### src/rtl/wap_pkg.sv
package wap_pkg;

    localparam logic [2:0] CMD_NOP  = 3'd0;
    localparam logic [2:0] CMD_ACT  = 3'd1;
    localparam logic [2:0] CMD_RD   = 3'd2;
    localparam logic [2:0] CMD_WR   = 3'd3;
    localparam logic [2:0] CMD_PRE  = 3'd4;
    localparam logic [2:0] CMD_DSL  = 3'd5;

    localparam int AGE_W = 8;
    typedef logic [AGE_W-1:0] age_t;

    // first cycle at which the other-bank read restriction is lifted
    localparam int XBANK_READ_OPEN = 5;
    // first cycle of the internal precharge lockout
    localparam int LOCK_START = 8;

    typedef enum logic [2:0] {
        RSN_NONE     = 3'd0,
        RSN_RD_SLOT  = 3'd1,
        RSN_WR_SLOT  = 3'd2,
        RSN_ROW_BUSY = 3'd3,
        RSN_PRECHG   = 3'd4
    } reason_e;

    typedef struct packed {
        logic    active;
        age_t    age;
    } bank_trk_t;

    function automatic logic is_idle_cmd(input logic [2:0] c);
        return (c == CMD_NOP) || (c == CMD_DSL) || (c > CMD_DSL);
    endfunction

    // verdict for a command addressed to the bank that is recovering
    function automatic reason_e own_bank_verdict(input logic [2:0] c, input age_t a);
        reason_e r;
        r = RSN_NONE;
        if (!is_idle_cmd(c)) begin
            if (a >= age_t'(LOCK_START)) begin
                r = RSN_PRECHG;
            end else begin
                case (c)
                    CMD_ACT, CMD_PRE: r = RSN_ROW_BUSY;
                    CMD_RD:           r = (a <= age_t'(3)) ? RSN_RD_SLOT : RSN_NONE;
                    CMD_WR:           r = (a >= age_t'(6)) ? RSN_WR_SLOT : RSN_NONE;
                    default:          r = RSN_NONE;
                endcase
            end
        end
        return r;
    endfunction

    // verdict for a command addressed to a bank other than the recovering one
    function automatic reason_e cross_bank_verdict(input logic [2:0] c, input age_t a);
        if (c == CMD_RD && a < age_t'(XBANK_READ_OPEN))
            return RSN_RD_SLOT;
        return RSN_NONE;
    endfunction

endpackage

### src/rtl/wap_bank_tracker.sv
module wap_bank_tracker
    import wap_pkg::*;
#(
    parameter int CLEAR_AGE = 10
) (
    input  logic      clk,
    input  logic      rst,
    input  logic      arm,
    input  logic      cancel,
    output bank_trk_t trk
);
    localparam age_t LAST_AGE = age_t'(CLEAR_AGE - 1);

    bank_trk_t st;

    always_ff @(posedge clk) begin
        if (rst) begin
            st <= '0;
        end else if (arm) begin
            st.active <= 1'b1;
            st.age    <= age_t'(1);
        end else if (cancel) begin
            st <= '0;
        end else if (st.active) begin
            if (st.age == LAST_AGE) begin
                st <= '0;
            end else begin
                st.age <= st.age + age_t'(1);
            end
        end
    end

    assign trk = st;
endmodule

### src/rtl/wap_cmd_judge.sv
module wap_cmd_judge
    import wap_pkg::*;
#(
    parameter int NBANK  = 4,
    localparam int BANK_W = $clog2(NBANK)
) (
    input  logic [2:0]        cmd,
    input  logic [BANK_W-1:0] bank,
    input  bank_trk_t         trk [NBANK],
    output reason_e           verdict
);
    reason_e own_r   [NBANK];
    reason_e cross_r [NBANK];

    for (genvar b = 0; b < NBANK; b++) begin : g_per_bank
        always_comb begin
            own_r[b]   = RSN_NONE;
            cross_r[b] = RSN_NONE;
            if (trk[b].active) begin
                if (bank == BANK_W'(b))
                    own_r[b] = own_bank_verdict(cmd, trk[b].age);
                else
                    cross_r[b] = cross_bank_verdict(cmd, trk[b].age);
            end
        end
    end

    always_comb begin
        reason_e own_sel;
        reason_e cross_sel;
        own_sel   = RSN_NONE;
        cross_sel = RSN_NONE;
        for (int b = 0; b < NBANK; b++) begin
            if (own_r[b] != RSN_NONE)   own_sel   = own_r[b];
            if (cross_r[b] != RSN_NONE) cross_sel = cross_r[b];
        end
        verdict = (own_sel != RSN_NONE) ? own_sel : cross_sel;
    end
endmodule

### src/rtl/wap_legality_monitor.sv
module wap_legality_monitor
    import wap_pkg::*;
#(
    parameter int NBANK = 4,
    parameter int TWR   = 2,
    parameter int TRP   = 3,
    localparam int BANK_W    = $clog2(NBANK),
    localparam int WIN_END   = 5 + TWR + TRP,
    localparam int CLEAR_AGE = (WIN_END > LOCK_START + 1) ? WIN_END : LOCK_START + 1
) (
    input  logic              clk,
    input  logic              rst,
    input  logic [2:0]        cmd_i,
    input  logic [BANK_W-1:0] bank_i,
    input  logic              a10_i,
    output logic              legal_o,
    output logic              viol_o,
    output logic [2:0]        reason_o,
    output logic [NBANK-1:0]  busy_o
);
    bank_trk_t trk [NBANK];
    reason_e   verdict;
    logic      ok;
    logic      is_wr_ap;
    logic      is_plain_access;

    wap_cmd_judge #(.NBANK(NBANK)) u_judge (
        .cmd     (cmd_i),
        .bank    (bank_i),
        .trk     (trk),
        .verdict (verdict)
    );

    assign ok              = (verdict == RSN_NONE);
    assign is_wr_ap        = (cmd_i == CMD_WR) && a10_i;
    assign is_plain_access = (cmd_i == CMD_RD) || ((cmd_i == CMD_WR) && !a10_i);

    for (genvar b = 0; b < NBANK; b++) begin : g_bank
        logic hit;
        assign hit = ok && (bank_i == BANK_W'(b));

        wap_bank_tracker #(.CLEAR_AGE(CLEAR_AGE)) u_trk (
            .clk    (clk),
            .rst    (rst),
            .arm    (hit && is_wr_ap),
            .cancel (hit && is_plain_access),
            .trk    (trk[b])
        );
        assign busy_o[b] = trk[b].active;
    end

    always_ff @(posedge clk) begin
        if (rst) begin
            viol_o   <= 1'b0;
            reason_o <= 3'd0;
        end else begin
            viol_o   <= !ok;
            reason_o <= verdict;
        end
    end

    assign legal_o = ok;
endmodule

### config.mk
export PLATFORM = sky130hd
export DESIGN_NAME = wap_legality_monitor
export DESIGN_NICKNAME = d
export VERILOG_FILES = /design/src/rtl/wap_pkg.sv /design/src/rtl/wap_bank_tracker.sv /design/src/rtl/wap_cmd_judge.sv /design/src/rtl/wap_legality_monitor.sv
export SDC_FILE = /design/constraint.sdc
export NUM_CORES = 1
export LEC_CHECK = 0
export ABC_CLOCK_PERIOD_IN_PS = 3500
export BUFFER_PORTS_ARGS = -buffer_cell sky130_fd_sc_hd__buf_2
export CORE_UTILIZATION = 30
export DETAILED_ROUTE_END_ITERATION = 12
export GPL_TIMING_DRIVEN = 0
export SLEW_MARGIN = 40
export SYNTH_ARGS = -nofsm -noshare
export SYNTH_HDL_FRONTEND = slang
export SYNTH_HIERARCHICAL = 1
export SYNTH_SLANG_ARGS = --single-unit
### constraint.sdc
create_clock -name clk -period 3.5 [get_ports clk]
set_input_delay 0.35 -clock clk [delete_from_list [all_inputs] [get_ports clk]]
set_output_delay 0.35 -clock clk [all_outputs]
set_load 0.05 [all_outputs]
== After elaboration in Yosys (flattened, before gate mapping) ==
Index checks and enable logic that the tools add are counted.
Widths: inputs -> output; s select.

* Bits in registers: 40
* Input bits: 8
* Output and inout port bits: 9

* $add $sub $neg: 4
* Order comparisons: 17
* Equal/unequal tests: 12
* Mux-type cells: 85
* Reduce and logical (&&, ||, !) cells: 44

{| class="wikitable"
|+ Operators by type and width
! kind !! count
|-
| $mux 3 || 41
|-
| $mux 9 || 12
|-
| $reduce_bool 3->1 || 13
|-
| $pmux 3 s3 || 4
|-
| $add 8x1->8 const B || 4
|-
| $eq 8x4->1 const B || 4
|-
| $ge 8x3->1 const B || 4
|-
| $ge 8x4->1 const B || 4
|-
| $le 8x2->1 const B || 4
|-
| $lt 8x3->1 const B || 4
|-
| $mux 8 || 4
|-
| $mux 1 || 20
|-
| $logic_and 1x1->1 || 18
|-
| $reduce_or 3->1 || 4
|-
| $mux 2 || 4
|-
| $eq 3x2->1 const B || 2
|-
| $eq 3x3->1 const B || 2
|-
| $logic_not 3->1 || 2
|-
| $eq 2x2->1 const B || 2
|-
| $eq 3x1->1 const B || 1
|-
| $gt 3x3->1 const B || 1
|-
| $logic_or 1x1->1 || 3
|-
| $eq 2x1->1 const B || 1
|-
| $logic_not 1->1 || 2
|-
| 2 further kinds || 2
|}

== Depth between registers and ports, before layout ==
* Depth after elaboration: 19
* Mapped depth: 14

== Cells and area by module ==
Netlist, hierarchy kept.

{| class="wikitable"
|+ By module, submodules not included
! module !! times used !! cells each !! area each (µm²) !! sequential area each (µm²)
|-
| wap_bank_tracker || 4 || 56 || 496.7 || 180.2
|-
| wap_cmd_judge || 1 || 66 || 371.6 || 0.0
|-
| wap_legality_monitor || 1 || 23 || 202.7 || 80.1
|}

== Worst setup path after synthesis ==
Ideal clock, no wire load.

* Kind: reg2out
* From: register g_bank[1].u_trk.st (netlist bit g_bank[1].u_trk/trk[8])
* To: output legal_o
* Data arrival time: 2.657 ns
* Required time: 3.150 ns
* Path slack: 0.493 ns
* Stages on the path, launching flop included: 8
* Path buffers: 0
* Path through: dfxtp_1 > nand2_1 > a21oi_1 > a31oi_1 > o221ai_1 > o2111ai_1 > a22o_1 > nor3_1

* Cells in the longest elaborated chain, start to end: 8

{| class="wikitable"
|+ Ends and longest elaborated chain
! item !! RTL line !! text
|-
| start, declared || wap_bank_tracker.sv:14 || <nowiki>bank_trk_t st;</nowiki>
|-
| $mux 3 || wap_cmd_judge.sv:19 || <nowiki>if (trk[b].active) begin</nowiki>
|-
| $reduce_bool 3->1 || wap_cmd_judge.sv:34 || <nowiki>if (own_r[b] != RSN_NONE) own_sel = own_r[b];</nowiki>
|-
| $mux 3 (3 in a row) || wap_cmd_judge.sv:34 ||
|-
| $reduce_bool 3->1 || wap_cmd_judge.sv:37 || <nowiki>verdict = (own_sel != RSN_NONE) ? own_sel : cross_sel;</nowiki>
|-
| $mux 3 * || wap_cmd_judge.sv:37 ||
|-
| named net verdict[0] || wap_legality_monitor.sv:22 || <nowiki>reason_e verdict;</nowiki>
|-
| $logic_not 3->1 * || wap_legality_monitor.sv:34 || <nowiki>assign ok = (verdict == RSN_NONE);</nowiki>
|-
| end, declared || wap_legality_monitor.sv:16 || <nowiki>output logic legal_o,</nowiki>
|}

The timed path passes the listed nets; every way through them passes the cells marked *.

== Final worst setup path ==
* From: input bank_i[0]
* To: register g_bank[1].u_trk.st (netlist bit g_bank[1].u_trk/trk[7])

* Cells in the longest elaborated chain, start to end: 14

{| class="wikitable"
|+ Ends and longest elaborated chain
! item !! RTL line !! text
|-
| start, declared || wap_legality_monitor.sv:14 || <nowiki>input logic [BANK_W-1:0] bank_i,</nowiki>
|-
| $logic_not 2->1 || wap_cmd_judge.sv:20 || <nowiki>if (bank == BANK_W'(b))</nowiki>
|-
| $mux 3 || wap_cmd_judge.sv:20 ||
|-
| $mux 3 || wap_cmd_judge.sv:19 ||
|-
| $reduce_bool 3->1 || wap_cmd_judge.sv:34 ||
|-
| $mux 3 (4 in a row) || wap_cmd_judge.sv:34 ||
|-
| $reduce_bool 3->1 || wap_cmd_judge.sv:37 ||
|-
| $mux 3 * || wap_cmd_judge.sv:37 ||
|-
| named net verdict[0] || wap_legality_monitor.sv:22 ||
|-
| $logic_not 3->1 * || wap_legality_monitor.sv:34 ||
|-
| $logic_and 1x1->1 * || wap_legality_monitor.sv:40 || <nowiki>assign hit = ok && (bank_i == BANK_W'(b));</nowiki>
|-
| $logic_and 1x1->1, on equally long branches || wap_legality_monitor.sv:46, wap_legality_monitor.sv:45 ||
|-
| $reduce_or 3->1 (no line) * || - ||
|}

Marks and branches as above.
A chain may end at the register's enable or synchronous reset.

==> flow_summary.toml <==
[outcome]
status = "finished, final reports clean"

[floorplan]
start_util_pct = 31.0
die_height_um = 94.4
chipWidth_um = 94.4
rows = 33
ios = 17
core_area_sq_um = 8260
die-area_sq_um = 8910

[setup_path]
cp_num_cells = 15
crit_slowest_cell = "or4b_4"
endpoint_kind = "register"
crit_buf_inv = 4
cpLargestDelayFamily = "simple AND/OR/NAND/NOR gates"
cp.arrival_ns = 3.30
cp_data_required_time_ns = 3.68
startpoint = "bank_i[0]"
crit_chain = "buf_2, clkbuf_1, inv_1, o21ai_0, o22ai_1, o221ai_1, o2111ai_1, a22o_1, or4b_4, nor4_1, or3_1, buf_6, nor4_4, nand3_1, o31ai_1"
crit_path_max_incr_delay_ns = 0.56
endpoint = "g_bank[1].u_trk/trk[7]$_SDFFE_PP0P_"
crit_type = "input pin to register"
r2r_slack_ns = 0.41
rr_startpoint = "g_bank[2].u_trk/trk[3]$_SDFFE_PP0P_"
worst-path-max-fanout = 9
reg2reg_to = "g_bank[0].u_trk/trk[7]$_SDFFE_PP0P_"
ff2ff_path_depth = 13
start_kind = "input pin"

[yosys]
ys.flop_type = "dfxtp_1"
syn_area_per_cell_sq_um = 8.18
synth_warnings = 6
synth-async-reset-ratio_pct = 0
synthDistinctLibCells = 43
yosysTopAreaCell = "dfxtp_1"
ys_ff_latch = 40
synth_area_leaders = "dfxtp_1, nor2_1, nor2b_1"
synth_edf_count = 0
synth.top_cell.area_share_pct = 31.3
syn_area_sq_um = 2560
yosysSeqAreaShare_pct = 31.3
synthCells = 313
synthesis.nets = 329

[route]
routed_via_density = 5.33
drt-initial-drc-count = 95
drc = 0
drt_wl_total_mm = 5.74
first_pass_iters = 4
postRouteAntennaNets = 0
wire_per_inst_um = 13.0
vias = 2358

[power_and_ir_drop]
switching_share_pct = 24.2
vdd_drop_max_mv = 0.137
p_int_w = 0.000644
power_density_nw_per_um2 = 297
power.switching_w = 0.000206
comb_power_share_pct = 8.0
p_seq_share_pct = 54.2
power_frac_clock_pct = 37.8
p_leak_nw = 1.03

[timing]
fin_crit_sh_pct = 89.1
slew_viol_final = 0
rsz0062_at_grt = "false"
worst_pin_slew_ns = 0.526
maxSlewHeadroom_pct = 64.6
finClkSkew_ns = 0.0127
hold_viol_final = 0
max_freq_mhz = 321
layout_min_cycle_time_ns = 3.12
setup_viol = 0
tns_ns = 0

[final_layout]
drive_gt1_share_pct = 13.9
nNetsFinal = 352
stdcell_area_sq_um = 2860
area_delta_synth_final_pct = 11.8
antenna_cells = 0

[clock_network]
cts_max_path_buffers = 2
postCtsResizedCells = 0
path_clk_slew_ns = 0.09
hold_buffers = 0
clkLatencyLatePin_ns = 0.30
cts_inserted_buffers = 5
root_buffer = "clkbuf_8"
clock-sinks = 40
cts_tree = "built"
cts_max_level = 2
cts_setup_buffers = 0

[global_routing]
gr-total-overflow = 0
grt_usage_pct = 13.5
grt_max_degree = 21
grt_pass1_vias = 2041
grt_pass1_wl_mm = 9.52
antenna_found_initial = 0

[placed_design]
dpl.hpwl_mm = 4.27
dpl_cell_area_sq_um = 2770
io_buffers = 16
gp_congestion = 0.805

[job]
drv_cap = 0

[hold_path]
hold_class = "input pin to register"
-- registers in the layout, summed over array words and instances, names as in the netlist --
signal            count
g_bank.u_trk/trk     36
reason_o              3
viol_o                1
-- power groups by stage --
stage          clock network (W)  registers, W   logic, W
2_1_floorplan                  0      0.000473  0.0000437
3_3_place_gp                   0      0.000471  0.0000671
3_5_place_dp                   0      0.000471  0.0000674
4_1_cts                 0.000332      0.000460  0.0000678
5_1_grt                 0.000352      0.000461  0.0000741
6_report                0.000322      0.000460  0.0000680
-- Yosys cell counts (5+ instances only) --
master / instances
nor3_1: 16
nor2b_1: 19
a31oi_1: 7
inv_1: 16
nand3_1: 17
a21oi_1: 20
nand4_2: 8
nand2b_1: 6
nand2_1: 11
nand4_1: 9
dfxtp_1: 40
nor2_1: 33
xor2_1: 8
o31ai_1: 8
o21ai_0: 15
and3_1: 6
nor4_1: 5
a21boi_0: 8
ha_1: 8
or3_1: 8
-- area by class of cell --
class / instances / area, sq um
Buffer: 9 / 78.8
Clock buffer: 8 / 90.1
Fill cell: 881 / 5400
Inverter: 16 / 60.1
Multi-Input combinational cell: 248 / 1620
Sequential cell: 40 / 801
Tap cell: 105 / 131
Timing Repair Buffer: 16 / 80.1
-- worst min path at each step --
stage                                                    from                             endpoint  cells past startpoint
after CTS                                                 rst    g_bank[1].u_trk/trk[8]$_SDFF_PP0_                      2
final                                                     rst    g_bank[3].u_trk/trk[8]$_SDFF_PP0_                      2
after detailed placement  g_bank[1].u_trk/trk[6]$_SDFFE_PP0P_  g_bank[1].u_trk/trk[6]$_SDFFE_PP0P_                      2
after floorplan                                           rst               reason_o[0]$_SDFF_PP0_                      1
after global placement    g_bank[0].u_trk/trk[6]$_SDFFE_PP0P_  g_bank[0].u_trk/trk[6]$_SDFFE_PP0P_                      2
after global routing                                      rst                    viol_o$_SDFF_PP0_                      2
-- routing by layer --
| metal | GRT usage (%) | vias to the layer above | part of all wire [%] | wire length, um |
|---|---|---|---|---|
| li1 | - | 1200 | - | - |
| met1 | 18.2 | 1110 | 50 | 2860 |
| met2 | 21.3 | 37 | 44 | 2550 |
| met3 | 2.42 | 11 | 3.7 | 211 |
| met4 | 5.13 | 0 | 2.1 | 118 |
| met5 | 0 | - | 0 | 0 |
-- placed cells by master, fill, tap and decap left out, types with 2 or more instances in the layout --
cell type / n
dfxtp_1: 40
nor2_1: 33
or3_1: 8
or3_4: 2
nand4_1: 9
ha_1: 8
nand2_1: 11
nor4_1: 5
buf_4: 4
and3_1: 6
inv_1: 16
nand3_1: 17
nor3b_1: 3
o31ai_1: 8
o22ai_1: 2
a31oi_1: 7
a311oi_1: 4
nor4_4: 4
nand4_2: 8
a21boi_0: 8
buf_2: 16
buf_6: 4
nor2b_1: 19
clkbuf_1: 3
nand2b_1: 6
a2bb2oi_1: 4
clkbuf_8: 6
a21oi_1: 20
nor3_1: 16
o21ai_0: 15
xor2_1: 8
or2_0: 4
-- kinds of logic after synthesis --
group / Yosys count / share of synthesized area (%)
compound gates: 74 / 18.3
buf+inv: 25 / 5.42
flops: 40 / 31.3
simple gates: 157 / 38.1
xor+xnor: 9 / 3.08
fa+ha+maj: 8 / 3.91
-- per-stage QoR --
stage	utilization [%]	setup slack, ns	hold slack (ns)	std cells	power, W
2_1_floorplan	-	0.493	0.422	313	0.000516
3_3_place_gp	33.6	0.0686	0.508	434	0.000538
3_5_place_dp	33.6	0.0894	0.515	434	0.000539
4_1_cts	34.7	0.379	0.432	442	0.000860
5_1_grt	34.7	0.138	0.451	442	0.000887
6_report	34.7	0.381	0.429	442	0.000850
Note: power is estimated with default switching activity, not from simulation.
